--- src/rtl/vsync_pkg.sv ---
package vsync_pkg;

    parameter int unsigned HT_W  = 10;   // horizontal total field width
    parameter int unsigned VT_W  = 10;   // vertical total / start line width
    parameter int unsigned WID_W = 7;    // pulse width field (lines - 1)
    parameter int unsigned OFS_W = 10;   // edge trim offsets, pixel clocks

    localparam int unsigned POS_W = HT_W + VT_W + 1;

    typedef struct packed {
        logic [HT_W-1:0]  ht;
        logic [VT_W-1:0]  vt;
        logic [VT_W-1:0]  sline;
        logic [WID_W-1:0] wid;
        logic [OFS_W-1:0] sofs;
        logic [OFS_W-1:0] eofs;
        logic             pol;
    } vs_cfg_t;

    typedef enum logic [1:0] {
        ST_IDLE  = 2'd0,
        ST_LEAD  = 2'd1,
        ST_PULSE = 2'd2,
        ST_TRAIL = 2'd3
    } vs_state_t;

endpackage

--- src/rtl/vsync_cfg_regs.sv ---
module vsync_cfg_regs
    import vsync_pkg::*;
(
    input  logic    clk,
    input  logic    rst_n,
    input  logic    wr,
    input  vs_cfg_t cfg_in,
    input  logic    load,
    output vs_cfg_t act
);

    vs_cfg_t pend_q;
    vs_cfg_t act_q;

    // pending set captures each strobe
    always_ff @(posedge clk or negedge rst_n) begin
        if (!rst_n) begin
            pend_q <= '0;
        end else if (wr) begin
            pend_q <= cfg_in;
        end
    end

    // active set swaps on load; a strobe on the load edge is forwarded
    always_ff @(posedge clk or negedge rst_n) begin
        if (!rst_n) begin
            act_q <= '0;
        end else if (load) begin
            act_q <= wr ? cfg_in : pend_q;
        end
    end

    assign act = act_q;

endmodule

--- src/rtl/vsync_timebase.sv ---
module vsync_timebase
    import vsync_pkg::*;
(
    input  logic             clk,
    input  logic             rst_n,
    input  logic             en,
    input  logic [HT_W-1:0]  htotal,
    input  logic [VT_W-1:0]  vtotal,
    output logic [HT_W-1:0]  pix,
    output logic [VT_W-1:0]  line,
    output logic [POS_W-1:0] pos,
    output logic             frame_end
);

    logic [HT_W-1:0]  pix_q;
    logic [VT_W-1:0]  line_q;
    logic [POS_W-1:0] pos_q;
    logic             line_end;

    assign line_end  = (pix_q == (htotal - HT_W'(1)));
    assign frame_end = line_end && (line_q == (vtotal - VT_W'(1)));

    always_ff @(posedge clk or negedge rst_n) begin
        if (!rst_n) begin
            pix_q  <= '0;
            line_q <= '0;
            pos_q  <= '0;
        end else if (!en) begin
            pix_q  <= '0;
            line_q <= '0;
            pos_q  <= '0;
        end else if (frame_end) begin
            pix_q  <= '0;
            line_q <= '0;
            pos_q  <= '0;
        end else if (line_end) begin
            pix_q  <= '0;
            line_q <= line_q + VT_W'(1);
            pos_q  <= pos_q + POS_W'(1);
        end else begin
            pix_q  <= pix_q + HT_W'(1);
            pos_q  <= pos_q + POS_W'(1);
        end
    end

    assign pix  = pix_q;
    assign line = line_q;
    assign pos  = pos_q;

endmodule

--- src/rtl/vsync_window.sv ---
module vsync_window
    import vsync_pkg::*;
(
    input  vs_cfg_t          cfg,
    input  logic [POS_W-1:0] pos,
    output logic             before_start,
    output logic             before_end
);

    logic [POS_W-1:0] ht_w;
    logic [POS_W-1:0] start_pos;
    logic [POS_W-1:0] end_line;
    logic [POS_W-1:0] end_pos;

    always_comb begin
        ht_w      = POS_W'(cfg.ht);
        start_pos = POS_W'(cfg.sline) * ht_w + POS_W'(cfg.sofs);
        end_line  = POS_W'(cfg.sline) + POS_W'(cfg.wid) + POS_W'(1);
        end_pos   = end_line * ht_w + POS_W'(cfg.eofs);
    end

    assign before_start = (pos < start_pos);
    assign before_end   = (pos < end_pos);

endmodule

--- src/rtl/vsync_gen.sv ---
module vsync_gen
    import vsync_pkg::*;
(
    input  logic             clk,
    input  logic             rst_n,
    input  logic             en,
    input  logic             cfg_wr,
    input  logic [HT_W-1:0]  cfg_htotal,
    input  logic [VT_W-1:0]  cfg_vtotal,
    input  logic [VT_W-1:0]  cfg_start_line,
    input  logic [WID_W-1:0] cfg_width,
    input  logic [OFS_W-1:0] cfg_start_ofs,
    input  logic [OFS_W-1:0] cfg_stop_ofs,
    input  logic             cfg_pol,
    output logic             vsync_o
);

    vs_cfg_t          cfg_in;
    vs_cfg_t          act_cfg;
    logic [HT_W-1:0]  pix;
    logic [VT_W-1:0]  line;
    logic [POS_W-1:0] pos;
    logic             frame_end;
    logic             load;
    logic             before_start;
    logic             before_end;
    vs_state_t        state_q;
    vs_state_t        state_d;
    vs_state_t        where_now;
    logic             out_q;

    always_comb begin
        cfg_in.ht    = cfg_htotal;
        cfg_in.vt    = cfg_vtotal;
        cfg_in.sline = cfg_start_line;
        cfg_in.wid   = cfg_width;
        cfg_in.sofs  = cfg_start_ofs;
        cfg_in.eofs  = cfg_stop_ofs;
        cfg_in.pol   = cfg_pol;
    end

    assign load = !en || frame_end;

    vsync_cfg_regs u_regs (
        .clk    (clk),
        .rst_n  (rst_n),
        .wr     (cfg_wr),
        .cfg_in (cfg_in),
        .load   (load),
        .act    (act_cfg)
    );

    vsync_timebase u_tb (
        .clk       (clk),
        .rst_n     (rst_n),
        .en        (en),
        .htotal    (act_cfg.ht),
        .vtotal    (act_cfg.vt),
        .pix       (pix),
        .line      (line),
        .pos       (pos),
        .frame_end (frame_end)
    );

    vsync_window u_win (
        .cfg          (act_cfg),
        .pos          (pos),
        .before_start (before_start),
        .before_end   (before_end)
    );

    // region of the position consumed on the coming edge
    always_comb begin
        if (before_start) begin
            where_now = ST_LEAD;
        end else if (before_end) begin
            where_now = ST_PULSE;
        end else begin
            where_now = ST_TRAIL;
        end
    end

    always_comb begin
        state_d = state_q;
        unique case (state_q)
            ST_IDLE:  state_d = en ? where_now : ST_IDLE;
            ST_LEAD:  state_d = !en ? ST_IDLE : where_now;
            ST_PULSE: state_d = !en ? ST_IDLE : where_now;
            ST_TRAIL: state_d = !en ? ST_IDLE : where_now;
            default:  state_d = ST_IDLE;
        endcase
    end

    // state register
    always_ff @(posedge clk or negedge rst_n) begin
        if (!rst_n) begin
            state_q <= ST_IDLE;
        end else begin
            state_q <= state_d;
        end
    end

    // output register, levels taken from settings in force before the edge
    always_ff @(posedge clk or negedge rst_n) begin
        if (!rst_n) begin
            out_q <= 1'b1;
        end else if (state_d == ST_PULSE) begin
            out_q <= act_cfg.pol;
        end else begin
            out_q <= !act_cfg.pol;
        end
    end

    assign vsync_o = out_q;

endmodule

--- config.mk ---
export PLATFORM = sky130hd
export DESIGN_NAME = vsync_gen
export DESIGN_NICKNAME = d
export VERILOG_FILES = /design/src/rtl/vsync_pkg.sv /design/src/rtl/vsync_cfg_regs.sv /design/src/rtl/vsync_timebase.sv /design/src/rtl/vsync_window.sv /design/src/rtl/vsync_gen.sv
export SDC_FILE = /design/constraint.sdc
export NUM_CORES = 1
export LEC_CHECK = 0
export ABC_AREA = 1
export ABC_CLOCK_PERIOD_IN_PS = 8600
export BUFFER_PORTS_ARGS = -buffer_cell sky130_fd_sc_hd__buf_4
export CELL_PAD_IN_SITES_DETAIL_PLACEMENT = 1
export CELL_PAD_IN_SITES_GLOBAL_PLACEMENT = 2
export CORE_UTILIZATION = 31
export DETAILED_ROUTE_END_ITERATION = 10
export GPL_TIMING_DRIVEN = 0
export PLACE_DENSITY_LB_ADDON = 0.1
export SYNTH_ARGS = -nofsm -noshare
export SYNTH_HDL_FRONTEND = slang
export SYNTH_HIERARCHICAL = 1
export SYNTH_SLANG_ARGS = --single-unit
export TNS_END_PERCENT = 30
--- constraint.sdc ---
create_clock -name clk -period 8.6 [get_ports clk]
set_input_delay 0.86 -clock clk [delete_from_list [all_inputs] [get_ports clk]]
set_output_delay 0.86 -clock clk [all_outputs]
set_load 0.05 [all_outputs]
After elaboration in Yosys (flattened, before gate mapping)
Index checks and enable logic that the tools add are counted.
{ "totals": {"mem_bits_ro": 0, "ram_bits": 0, "latchBits": 0, "output_inout_bits": 1, "n_memories": 0, "ff_bits": 160, "word_cells": 59} }
{ "classes": {"div_mod_pow": 0, "n_mul": 2, "n_bitwise": 0, "magnitude_cmp": 2, "shifts": 0, "add_sub_neg": 9, "reduce_logical": 6, "muxes": 14, "eq_ne": 7} }
{ "op_table": {"columns": ["operator", "n"], "rows": [
  ["10-bit two-way mux", 6],
  ["58-bit two-way mux", 1],
  ["21-bit by 1-bit adder with 21-bit output, second input constant", 2],
  ["21-bit < comparator", 2],
  ["21-bit two-way mux", 2],
  ["20-bit by 10-bit adder with 21-bit output", 1],
  ["21-bit by 10-bit adder with 21-bit output", 1],
  ["21-bit by 10-bit multiplier with 21-bit output", 1],
  ["10-bit by 1-bit adder with 10-bit output, second input constant", 2],
  ["10-bit == test", 2],
  ["10-bit by 10-bit multiplier with 20-bit output", 1],
  ["10-bit by 1-bit subtractor with 10-bit output, second input constant", 2],
  ["10-bit by 7-bit adder with 11-bit output", 1],
  ["2-bit == test, second input constant", 3],
  ["2-bit two-way mux", 3],
  ["4-bit OR reduction", 1],
  ["3-bit by 1-bit != test with 1-bit output, second input constant", 1],
  ["2-bit by 1-bit == test with 1-bit output, second input constant", 1],
  ["1-bit zero test", 2],
  ["2-bit zero test", 1],
  ["1-bit two-way mux", 2],
  ["1-bit logical AND", 1],
  ["1-bit logical OR", 1]
]} }

Depth between registers and ports, before layout
{ "depth": {"ltp_word": 11, "mapped_depth": 40, "mapped_depth_nobuf": 39} }

Hierarchy
Netlist, hierarchy kept.
{ "modules_own_cells": {"columns": ["module", "cells_each", "instances", "seq_area_each_um2", "area_per_inst_um2"], "rows": [
  ["vsync_window", 1294, 1, 0.0, 9336.5],
  ["vsync_cfg_regs", 608, 1, 2902.8, 5058.6],
  ["vsync_timebase", 429, 1, 1026.0, 3007.9],
  ["vsync_gen", 9, 1, 26.3, 60.1]
]} }

Worst setup path after synthesis
No wires, ideal clock.
{ "synth_path": {"kind": "flip-flop to flip-flop", "startpoint": "register u_regs.act_q, in the netlist u_regs/act[28]", "endpoint": "register out_q, in the netlist vsync_o", "setup_time_ns": 0.061, "path_slack_ns": 1.941, "t_required_ns": 8.539, "n_path_buf": 1, "path_stages_with_launch": 39, "arrival_ns": 6.598, "cell_sequence": "dfrtp_1 clkbuf_1 inv_1 ha_1 fa_1 nand3b_1 nand2_2 a21oi_4 xor2_1 nand2_1 fa_1 inv_1 fa_1 inv_1 fa_1 inv_1 fa_1 inv_1 (+3 left out) nand2_1 nor2_1 nand3_1 nand3_1 nand2_1 nand3_1 nand2_1 ha_1 nand2_1 inv_1 nand3_1 nor2_1 nand3_1 nor2_1 nor2_1 nand3_1 nand2_1 nand2_1"} }
{ "synth_via": {"elab_chain_cells": 11} }
{ "synth_lines": {"columns": ["item", "line", "source"], "rows": [
  ["from (decl)", "vsync_cfg_regs.sv:13", "vs_cfg_t act_q;"],
  ["from (signal assigned)", "vsync_cfg_regs.sv:29", "act_q <= wr ? cfg_in : pend_q;"],
  ["10-bit by 7-bit adder with 11-bit output", "vsync_window.sv:18", "end_line = POS_W'(cfg.sline) + POS_W'(cfg.wid) + POS_W'(1);"],
  ["21-bit by 1-bit adder with 21-bit output", "vsync_window.sv:18", null],
  ["21-bit by 10-bit multiplier with 21-bit output", "vsync_window.sv:19", "end_pos = end_line * ht_w + POS_W'(cfg.eofs);"],
  ["21-bit by 10-bit adder with 21-bit output", "vsync_window.sv:19", null],
  ["21-bit < comparator", "vsync_window.sv:23", "assign before_end = (pos < end_pos);"],
  ["named net before_end", "vsync_gen.sv:26", "logic before_end;"],
  ["1-bit two-way mux", "vsync_gen.sv:76", "end else if (before_end) begin"],
  ["2-bit two-way mux", "vsync_gen.sv:74", "if (before_start) begin"],
  ["2-bit two-way mux (2 in series)", null, null],
  ["2-bit == test", "vsync_gen.sv:107", "end else if (state_d == ST_PULSE) begin"],
  ["1-bit two-way mux", "vsync_gen.sv:107", null],
  ["to (signal assigned)", "vsync_gen.sv:108", "out_q <= act_cfg.pol;"],
  ["to (signal assigned)", "vsync_gen.sv:110", "out_q <= !act_cfg.pol;"],
  ["to (decl)", "vsync_gen.sv:30", "logic out_q;"]
]} }
The timed path passes the listed nets, and every way through them passes these cells. The select of a mux whose other input is x is not followed.
A chain may end at the register's enable or synchronous reset.

Worst setup path in the final report
{ "layout_path": {"startpoint": "register u_regs.act_q, in the netlist u_regs/act[29]", "endpoint": "register out_q, in the netlist vsync_o"} }
The elaborated chain is that of the path after synthesis.

==> impl_metrics.py <==
metrics = {
    "outcome": {
        "status": "finished, final reports clean",
    },
    "cts": {
        "cts_inserted_buffers": 17,
        "cts_buffer_depth": 2,
        "cts-root-buf": "clkbuf_16",
        "postCtsSetupRepairBufs": 0,
        "clock_sinks": 158,
        "clkTransAtPathRegs_ps": 70,
        "ctsResizeCount": 0,
        "hold_buffers": 0,
        "h-tree-depth": 4,
        "cts_tree": "built",
        "clock_latency_ps": 490,
    },
    "worst_setup_path": {
        "worstSetupPathDepth": 38,
        "cp.arrival_ps": 8240,
        "required_ps": 9020,
        "crit_slowest_cell": "fa_1",
        "critPathTopFamily": "adder cells",
        "cp_common_cell": "nand2_1",
        "critPathBufInv": 8,
        "start_kind": "register",
        "max_stage_delay_ps": 590,
        "r2r_start": "u_regs/act[29]",
        "timing.rr.end": "vsync_o",
        "reg2regPathDepth": 38,
        "timing.reg2reg.setup_slack_ps": 780,
        "cp_max_fo": 10,
        "crit_start": "u_regs/act[29]",
        "cp-endpoint": "vsync_o",
        "end_kind": "register",
        "path_class": "register to register",
    },
    "routing": {
        "wl_per_cell_um": 16.7,
        "avgViaCountPerCell": 4.54,
        "routed_wl_mm": 53.0,
        "drtIter0Drc": 462,
        "drcViolationCount": 0,
        "vias": 14400,
        "final_antenna_net_count": 0,
        "dr.pass1.iters": 5,
    },
    "placed_design": {
        "hpwl_mm": 43.9,
        "dp.cells": 3150,
        "portBuffers": 61,
        "finalWeightedCongestion": 0.819,
    },
    "timing": {
        "setup_viol": 0,
        "skew_ps": 19.0,
        "hold_slack_ps": 318,
        "max_freq_ghz": 0.128,
        "slew_headroom": 0.409,
        "drv_slew": 0,
        "post-route-min-period_ps": 7820,
        "setup-tns-final_ps": 0,
        "fin_crit_sh": 0.909,
        "rsz0062_at_grt": "false",
        "worst_pin_slew_ps": 881,
        "finalHoldViolCount": 0,
    },
    "final_layout": {
        "fin_util": 0.352,
        "fin_nets": 2810,
        "num_antenna_cells": 0,
        "fin_cells": 3180,
        "nFillCells": 6805,
        "drive_above_1_share": 0.0674,
        "syn_to_final_growth_pct": 11.6,
    },
    "hold_path": {
        "hp-class": "primary input to asynchronous set/reset pin",
    },
    "synthesis": {
        "synthArstFlopShare": 1.00,
        "synth_warnings": 6,
        "synth_nets": 2730,
        "synth_top_flop_cell": "dfrtp_1",
        "synth_edf_count": 0,
        "yosysSeqAreaShare": 0.226,
        "postSynthCellCount": 2340,
        "synth.ff_latch_count": 158,
        "synthDistinctLibCells": 42,
        "syn_area_mm2": 0.0175,
        "avgSynthCellArea_um2": 7.46,
    },
    "grt": {
        "grt_pass1_vias": 15600,
        "grt_use_total": 0.199,
        "antenna_found_initial": 0,
        "grt_pass1_wl_mm": 86.9,
        "overflow": 0,
        "grt_max_degree": 105,
    },
    "floorplanning": {
        "fp-row-count": 86,
        "start_util": 0.315,
        "fp.coreArea_mm2": 0.0554,
        "ioPinCount": 63,
        "die_area_mm2": 0.0573,
        "die_h_um": 239,
        "die_w_um": 239,
    },
    "job": {
        "max_cap_violations": 0,
    },
}
-- per-layer routing --
layer  share of wire  track usage  up-vias
met5               0            0        -
met4          0.0099       0.0400        0
met3           0.024       0.0278       29
met2            0.46        0.326      134
met1            0.51        0.279     7091
li1                -            -     7180
-- per-stage QoR --
step | setup WS (ps) | instance area (um^2)
floorplan | 1940 | 17500
global placement | 677 | 18900
detailed placement | 531 | 18900
CTS | 474 | 19500
global route | 109 | 19500
finish | 780 | 19500
-- cells in the mapped netlist (5+ instances only) --
library cell	number	share of area
nand4_1	24	0.0086
a21oi_1	59	0.017
xor2_2	5	0.0047
nor2_1	190	0.041
inv_1	492	0.11
fa_1	154	0.18
buf_4	8	0.0034
ha_1	174	0.12
nand3b_1	15	0.0064
xnor2_1	38	0.019
xor2_1	31	0.016
nand2_1	663	0.14
nand3_1	130	0.037
clkbuf_1	24	0.0052
dfrtp_1	157	0.22
buf_6	7	0.0045
nand2_2	12	0.0043
and2_1	62	0.022
o21ai_0	25	0.0072
nor3_1	15	0.0043
buf_2	15	0.0043
nor4_1	6	0.0021
-- state kept, by name, indices dropped and copies added (netlist names) --
signal and count:
u_regs/act 58, u_tb/pos 21, u_tb/line 10, u_regs/pend_q 58, vsync_o 1, u_tb/pix 10
-- cells in the final DEF, fill, tap and decap left out, types with 31 or more instances in the layout --
cell / Yosys / final
nand2_1: 663 / 663
inv_1: 492 / 492
nor2_1: 190 / 190
ha_1: 174 / 174
dfrtp_1: 157 / 157
fa_1: 154 / 154
nand3_1: 130 / 130
buf_4: 8 / 68
and2_1: 62 / 62
a21oi_1: 59 / 59
xnor2_1: 38 / 38
xor2_1: 31 / 31
-- worst min path at each step --
stage,slack (ps),end,depth (start not counted)
2_1_floorplan,450,u_regs/act[16],2
3_3_place_gp,470,u_tb/pos[0],1
3_5_place_dp,470,u_regs/act[27],2
4_1_cts,310,u_tb/pos[20],1
5_1_grt,330,u_tb/pos[19],1
6_report,320,u_tb/pos[15],1
-- final cells by class --
| type | instances | area [um^2] | share of cell area |
|---|---|---|---|
| multi-input cells | 1628 | 11300 | 0.581 |
| flip-flops and latches | 158 | 3960 | 0.203 |
| inverters | 498 | 1870 | 0.0961 |
| well taps | 748 | 936 | 0.0480 |
| repair buffers | 62 | 493 | 0.0253 |
| clock buffers | 18 | 439 | 0.0225 |
| plain buffers | 55 | 308 | 0.0158 |
| clock inverters | 13 | 166 | 0.00854 |
-- kinds of logic (layout without fill, tap and decap cells) --
kind of cell / after synthesis / count (layout) / synth area share
fa+ha+maj: 328 / 328 / 0.301
buf+inv: 554 / 646 / 0.125
simple gates: 1133 / 1133 / 0.278
xor+xnor: 74 / 74 / 0.0393
compound gates: 93 / 93 / 0.0301
flops: 158 / 158 / 0.226
Power is left out: the tool's default activity adds up to more than one toggle a clock period on the data nets, which glitch-free logic cannot reach.
